<file path="src/rtl/swz_pkg.sv">
package swz_pkg;

    typedef enum logic [2:0] {
        SWZ_NONE     = 3'd0,
        SWZ_9        = 3'd1,
        SWZ_9_10     = 3'd2,
        SWZ_9_11     = 3'd3,
        SWZ_9_10_11  = 3'd4,
        SWZ_9_17     = 3'd5,
        SWZ_9_10_17  = 3'd6,
        SWZ_UNKNOWN  = 3'd7
    } swz_mode_e;

    typedef enum logic [1:0] {
        TILE_LINEAR = 2'd0,
        TILE_X      = 2'd1,
        TILE_Y      = 2'd2,
        TILE_RSVD   = 2'd3
    } tile_e;

    typedef enum logic [1:0] {
        CH_SINGLE = 2'd0,
        CH_ASYM   = 2'd1,
        CH_INTLV  = 2'd2,
        CH_RSVD   = 2'd3
    } chan_e;

    // Address bit positions involved in the channel hash
    localparam int unsigned TGT_BIT = 6;
    localparam int unsigned TAP_9   = 9;
    localparam int unsigned TAP_10  = 10;
    localparam int unsigned TAP_11  = 11;
    localparam int unsigned TAP_17  = 17;
    localparam int unsigned MIN_ADDR_W = TAP_17 + 1;

    // Control word field positions
    localparam int unsigned CTL_CH_LSB   = 0;
    localparam int unsigned CTL_HI17_BIT = 9;
    localparam int unsigned CTL_HOFF_BIT = 10;

    typedef struct packed {
        swz_mode_e x;
        swz_mode_e y;
        logic      pin;
    } swz_cfg_t;

    typedef struct packed {
        logic t17;
        logic t11;
        logic t10;
        logic t9;
    } swz_taps_t;

    function automatic swz_taps_t mode_taps(input swz_mode_e m);
        swz_taps_t t;
        t = '0;
        unique case (m)
            SWZ_9:       t.t9 = 1'b1;
            SWZ_9_10:    begin t.t9 = 1'b1; t.t10 = 1'b1; end
            SWZ_9_11:    begin t.t9 = 1'b1; t.t11 = 1'b1; end
            SWZ_9_10_11: begin t.t9 = 1'b1; t.t10 = 1'b1; t.t11 = 1'b1; end
            SWZ_9_17:    begin t.t9 = 1'b1; t.t17 = 1'b1; end
            SWZ_9_10_17: begin t.t9 = 1'b1; t.t10 = 1'b1; t.t17 = 1'b1; end
            default:     t = '0;
        endcase
        return t;
    endfunction

    // Unknown in either direction collapses to none and asks for pinned pages
    function automatic swz_cfg_t resolve_cfg(input swz_cfg_t raw);
        swz_cfg_t r;
        r = raw;
        if (raw.x == SWZ_UNKNOWN || raw.y == SWZ_UNKNOWN) begin
            r.x   = SWZ_NONE;
            r.y   = SWZ_NONE;
            r.pin = 1'b1;
        end
        return r;
    endfunction

endpackage

</file>
<file path="src/rtl/swz_detect.sv">
module swz_detect
    import swz_pkg::*;
#(
    parameter int unsigned CTL_W = 32,
    parameter int unsigned SZ_W  = 16
) (
    input  logic             cfg_sel,
    input  logic [CTL_W-1:0] ctl_word,
    input  logic [SZ_W-1:0]  size_a,
    input  logic [SZ_W-1:0]  size_b,
    output swz_cfg_t         cfg_o
);

    swz_cfg_t ctl_raw;
    swz_cfg_t size_raw;
    chan_e    ch;

    assign ch = chan_e'(ctl_word[CTL_CH_LSB +: 2]);

    always_comb begin
        ctl_raw = '{x: SWZ_NONE, y: SWZ_NONE, pin: 1'b0};
        unique case (ch)
            CH_SINGLE, CH_ASYM: ctl_raw = '{x: SWZ_NONE, y: SWZ_NONE, pin: 1'b0};
            CH_INTLV: begin
                if (ctl_word[CTL_HOFF_BIT])
                    ctl_raw = '{x: SWZ_9_10, y: SWZ_9, pin: 1'b0};
                else if (ctl_word[CTL_HI17_BIT])
                    ctl_raw = '{x: SWZ_9_10_17, y: SWZ_9_17, pin: 1'b0};
                else
                    ctl_raw = '{x: SWZ_9_10_11, y: SWZ_9_11, pin: 1'b0};
            end
            default: ctl_raw = '{x: SWZ_UNKNOWN, y: SWZ_UNKNOWN, pin: 1'b0};
        endcase
        // A failed readback returns all ones; treat as unknown
        if (&ctl_word)
            ctl_raw = '{x: SWZ_UNKNOWN, y: SWZ_UNKNOWN, pin: 1'b0};
    end

    always_comb begin
        if (size_a == size_b)
            size_raw = '{x: SWZ_9_10, y: SWZ_9, pin: 1'b0};
        else
            size_raw = '{x: SWZ_NONE, y: SWZ_NONE, pin: 1'b0};
    end

    assign cfg_o = resolve_cfg(cfg_sel ? size_raw : ctl_raw);

endmodule

</file>
<file path="src/rtl/swz_bitcalc.sv">
module swz_bitcalc
    import swz_pkg::*;
#(
    parameter int unsigned ADDR_W = 32
) (
    input  logic [ADDR_W-1:0] addr,
    input  tile_e             tile,
    input  swz_cfg_t          cfg,
    input  logic              en,
    input  logic              fixup,
    output logic              flip
);

    swz_mode_e sel_mode;
    swz_taps_t taps;
    logic      hash;

    always_comb begin
        unique case (tile)
            TILE_X:  sel_mode = cfg.x;
            TILE_Y:  sel_mode = cfg.y;
            default: sel_mode = SWZ_NONE;
        endcase
    end

    assign taps = mode_taps(sel_mode);

    assign hash = (taps.t9  & addr[TAP_9])
                ^ (taps.t10 & addr[TAP_10])
                ^ (taps.t11 & addr[TAP_11])
                ^ (taps.t17 & addr[TAP_17]);

    assign flip = en & (hash ^ fixup);

endmodule

</file>
<file path="src/rtl/swz_unit.sv">
module swz_unit
    import swz_pkg::*;
#(
    parameter int unsigned ADDR_W = 32,
    parameter int unsigned CTL_W  = 32,
    parameter int unsigned SZ_W   = 16
) (
    input  logic              clk,
    input  logic              rst,
    input  logic              en,
    input  logic [1:0]        tile_in,
    input  logic              fixup_in,
    input  logic [ADDR_W-1:0] addr_in,
    input  logic              cfg_sel,
    input  logic [CTL_W-1:0]  ctl_word,
    input  logic [SZ_W-1:0]   size_a,
    input  logic [SZ_W-1:0]   size_b,
    output logic [ADDR_W-1:0] addr_out,
    output logic [2:0]        mode_x,
    output logic [2:0]        mode_y,
    output logic              pin_pages
);

    localparam logic [ADDR_W-1:0] TGT_MASK = ADDR_W'(1) << TGT_BIT;

    swz_cfg_t          cfg_d;
    swz_cfg_t          cfg_q;
    logic              flip;
    logic [ADDR_W-1:0] addr_q;

    generate
        if (ADDR_W < MIN_ADDR_W) begin : g_width_bad
            initial $error("swz_unit: ADDR_W too small for hash taps");
        end
    endgenerate

    swz_detect #(.CTL_W(CTL_W), .SZ_W(SZ_W)) u_detect (
        .cfg_sel  (cfg_sel),
        .ctl_word (ctl_word),
        .size_a   (size_a),
        .size_b   (size_b),
        .cfg_o    (cfg_d)
    );

    swz_bitcalc #(.ADDR_W(ADDR_W)) u_bitcalc (
        .addr  (addr_in),
        .tile  (tile_e'(tile_in)),
        .cfg   (cfg_d),
        .en    (en),
        .fixup (fixup_in),
        .flip  (flip)
    );

    always_ff @(posedge clk) begin
        if (rst) begin
            addr_q <= '0;
            cfg_q  <= '{x: SWZ_NONE, y: SWZ_NONE, pin: 1'b0};
        end else begin
            addr_q <= flip ? (addr_in ^ TGT_MASK) : addr_in;
            cfg_q  <= cfg_d;
        end
    end

    assign addr_out  = addr_q;
    assign mode_x    = cfg_q.x;
    assign mode_y    = cfg_q.y;
    assign pin_pages = cfg_q.pin;

endmodule

</file>
<file path="config.mk">
export PLATFORM = sky130hd
export DESIGN_NAME = swz_unit
export DESIGN_NICKNAME = d
export VERILOG_FILES = /design/src/rtl/swz_pkg.sv /design/src/rtl/swz_detect.sv /design/src/rtl/swz_bitcalc.sv /design/src/rtl/swz_unit.sv
export SDC_FILE = /design/constraint.sdc
export NUM_CORES = 1
export LEC_CHECK = 0
export BUFFER_PORTS_ARGS = -buffer_cell sky130_fd_sc_hd__buf_4
export CAP_MARGIN = 20
export CORE_MARGIN = 5
export CORE_UTILIZATION = 39
export DETAILED_ROUTE_END_ITERATION = 6
export PLACE_DENSITY = 0.89
export REMOVE_ABC_BUFFERS = 1
export SKIP_LAST_GASP = 1
export SYNTH_ARGS = -nofsm -noshare
export SYNTH_HDL_FRONTEND = slang
export SYNTH_SLANG_ARGS = --single-unit
</file>
<file path="constraint.sdc">
create_clock -name clk -period 7.3 [get_ports clk]
set_input_delay 0.73 -clock clk [delete_from_list [all_inputs] [get_ports clk]]
set_output_delay 0.73 -clock clk [all_outputs]
set_load 0.01 [all_outputs]
</file>
==> out/metrics.cfg <==
[status]
status = complete, no violations

[logic_synthesis]
synth_flop_cell = dfxtp_1
synth_xor_area_share_pct = 10.6
netlist-cell-type-count = 32
yosys.area_share.simple_pct = 25.0
synth_top_family_by_area = simple AND/OR/NAND/NOR gates
synth_top_area_share_pct = 52.3
yosysSeqAreaShare_pct = 52.3
synth_compound_area_share_pct = 6.28
synth_edf_count = 0
syn_area_sq_mm = 0.00149
syn_inst = 144
ys_top_cells_by_area = dfxtp_1 (52%), nor2b_1 (13%), xnor2_1 (11%)
yosysTopAreaCell = dfxtp_1
yosysMostFrequentCell = dfxtp_1
synth_common_cells = dfxtp_1 (39), nor2b_1 (32), xnor2_1 (18), a21oi_1 (6), nor3_1 (5)
synth_seq_cells = 39
synth_adder_area_share_pct = 1.68
yosys_warnings = 0
syn_avg_cell_area_sq_um = 10.4
muxShareOfSynthArea_pct = 2.01
async_reset_ff_share_pct = 0

[clock_tree]
cts_tree = yes
cts_resized = 0
ctsLongestPathBuffers = 2
path_clk_slew_ns = 0.07
cts_hold_buf = 0
cts_inserted_buffers = 5
cts_max_level = 2
postCtsSetupBuffers = 0
cts.sink_count = 39
root_buffer = clkbuf_8

[global_routing]
grt_pass1_wl_um = 5930
grt_pass1_vias = 1350
antenna_found_initial = 0
gr-total-overflow = 0
grtUsageTotal_pct = 14.7
grt_max_degree = 39

[timing]
hold_violations = 0
final-max-slew-violation-count = 0
setup_viol = 0
fin_crit_ns = 2.95
slew_headroom_pct = 64.0
finalCritPeriodShare_pct = 40.4
fmaxAchievable_mhz = 339
tns_ns = 0
rsz0062_at_grt = false
worst_pin_slew_ns = 0.538

[floorplanning]
fp.dieH_um = 71.9
core_area_sq_mm = 0.00369
rows = 22
pin_count = 142
die_area_sq_mm = 0.00517
die_w_um = 71.9
start_util_pct = 40.5

[worst_setup_path]
worst_path_largest_cell_delay_ns = 0.55
worst_path_most_repeated_cell = mux2_4
cp-end-kind = flip-flop
arrival_ns = 3.12
criticalPathCategory = input pin to flip-flop
path_cells = buf_4 > inv_1 > ha_1 > or2b_1 > nor3_1 > a2bb2oi_1 > or4b_1 > o211ai_1 > nand2_1 > mux2_4 > mux2_4
critPathBufInv = 2
required_ns = 7.47
cpLargestDelayFamily = simple AND/OR/NAND/NOR gates
crit_path_max_fanout = 6
slowest_stage = or4b_1
start_kind = input pin

[drt]
drc = 0
drt_iter0_drc = 29
drtPass1Iterations = 4
vias = 1405
wirelength_um = 3910
drt.antenna.violating_nets = 0
via_per_inst = 4.55
wl_per_cell_um = 12.7

[placement]
place_hpwl_um = 3320
gp_congestion = 0.775
port_buffers = 113

[power]
ir_drop_uv = 84.8
power.density_mw_per_mm2 = 195
total_power_mw = 0.487
p_leak_nw = 1.16

[layout]
nNetsFinal = 365
drive_above_1_share_pct = 49.0
fill_cells = 299
num_antenna_cells = 0
synthToLayoutAreaGrowth_pct = 67.4

[min_path]
hp-class = input pin to flip-flop

[job]
cap_violations = 0

-- placed cells by master, fill, tap and decap left out, types with 2 or more instances in the layout --
| cell type | count |
|---|---|
| nor2_1 | 4 |
| ha_1 | 2 |
| inv_1 | 3 |
| nor4_1 | 2 |
| or2b_1 | 2 |
| nand4_1 | 4 |
| nor2b_1 | 32 |
| dfxtp_1 | 39 |
| buf_4 | 113 |
| nand2_1 | 4 |
| xnor2_1 | 18 |
| clkbuf_8 | 6 |
| a21oi_1 | 6 |
| nor3_1 | 5 |
| mux2_4 | 2 |
-- metrics by stage --
stage / instances / hold WS (ns) / utilization (%) / setup slack (ns) / area, sq um
floorplan: 140 / 0.802 / - / 4.30 / 1480
global placement: 301 / 0.940 / 64.6 / 4.09 / 2380
detailed placement: 301 / 0.942 / 64.6 / 4.05 / 2380
CTS: 309 / 0.649 / 67.8 / 4.35 / 2500
global route: 309 / 0.651 / 67.8 / 4.19 / 2500
finish: 309 / 0.659 / 67.8 / 4.35 / 2500
-- where the power goes --
part           switching, mW  total (mW)  internal [mW]
sequential           0.00283       0.226          0.223
combinational         0.0309      0.0842         0.0533
clock                 0.0663       0.177          0.110
total                  0.100       0.487          0.387
-- final timing paths --
kind                            endpoint  cells after the start   startpoint
setup / recovery  addr_out[6]$_SDFF_PP0_                     11   tile_in[0]
hold / removal      mode_y[1]$_SDFF_PP0_                      2  ctl_word[9]
-- registers in the layout (all words and copies together) (netlist names) --
name and count:
addr_out 32, mode_x 3, mode_y 3, pin_pages 1
-- cell type report --
cell class	count	area (sq um)	area share [%]
Inverter	3	11.3	0.450
Multi-Input combinational cell	98	683	27.3
Timing Repair Buffer	113	848	33.9
Clock inverter	2	35.0	1.40
Clock buffer	6	82.6	3.30
Sequential cell	39	781	31.2
Tap cell	48	60.1	2.40
-- cells by family (layout without fill, tap and decap cells) --
family	count (synthesis)	after routing
flip-flops	39	39
buffers and inverters	7	124
AO/OA/AOI/OAI	13	13
other	1	1
multiplexers	2	2
XOR/XNOR	18	18
AND/OR/NAND/NOR	62	62
adder cells (fa/ha/maj)	2	2
-- layer usage --
| layer | wire length (um) | share of wire (%) | vias up | GRT usage [%] |
|---|---|---|---|---|
| li1 | - | - | 701 | - |
| met1 | 1520 | 39 | 617 | 16.7 |
| met2 | 1920 | 49 | 81 | 25.1 |
| met3 | 425 | 11 | 6 | 4.71 |
| met4 | 49 | 1.3 | 0 | 6.89 |
| met5 | 0 | 0 | - | 0 |
(Power assumes the default switching activity.)
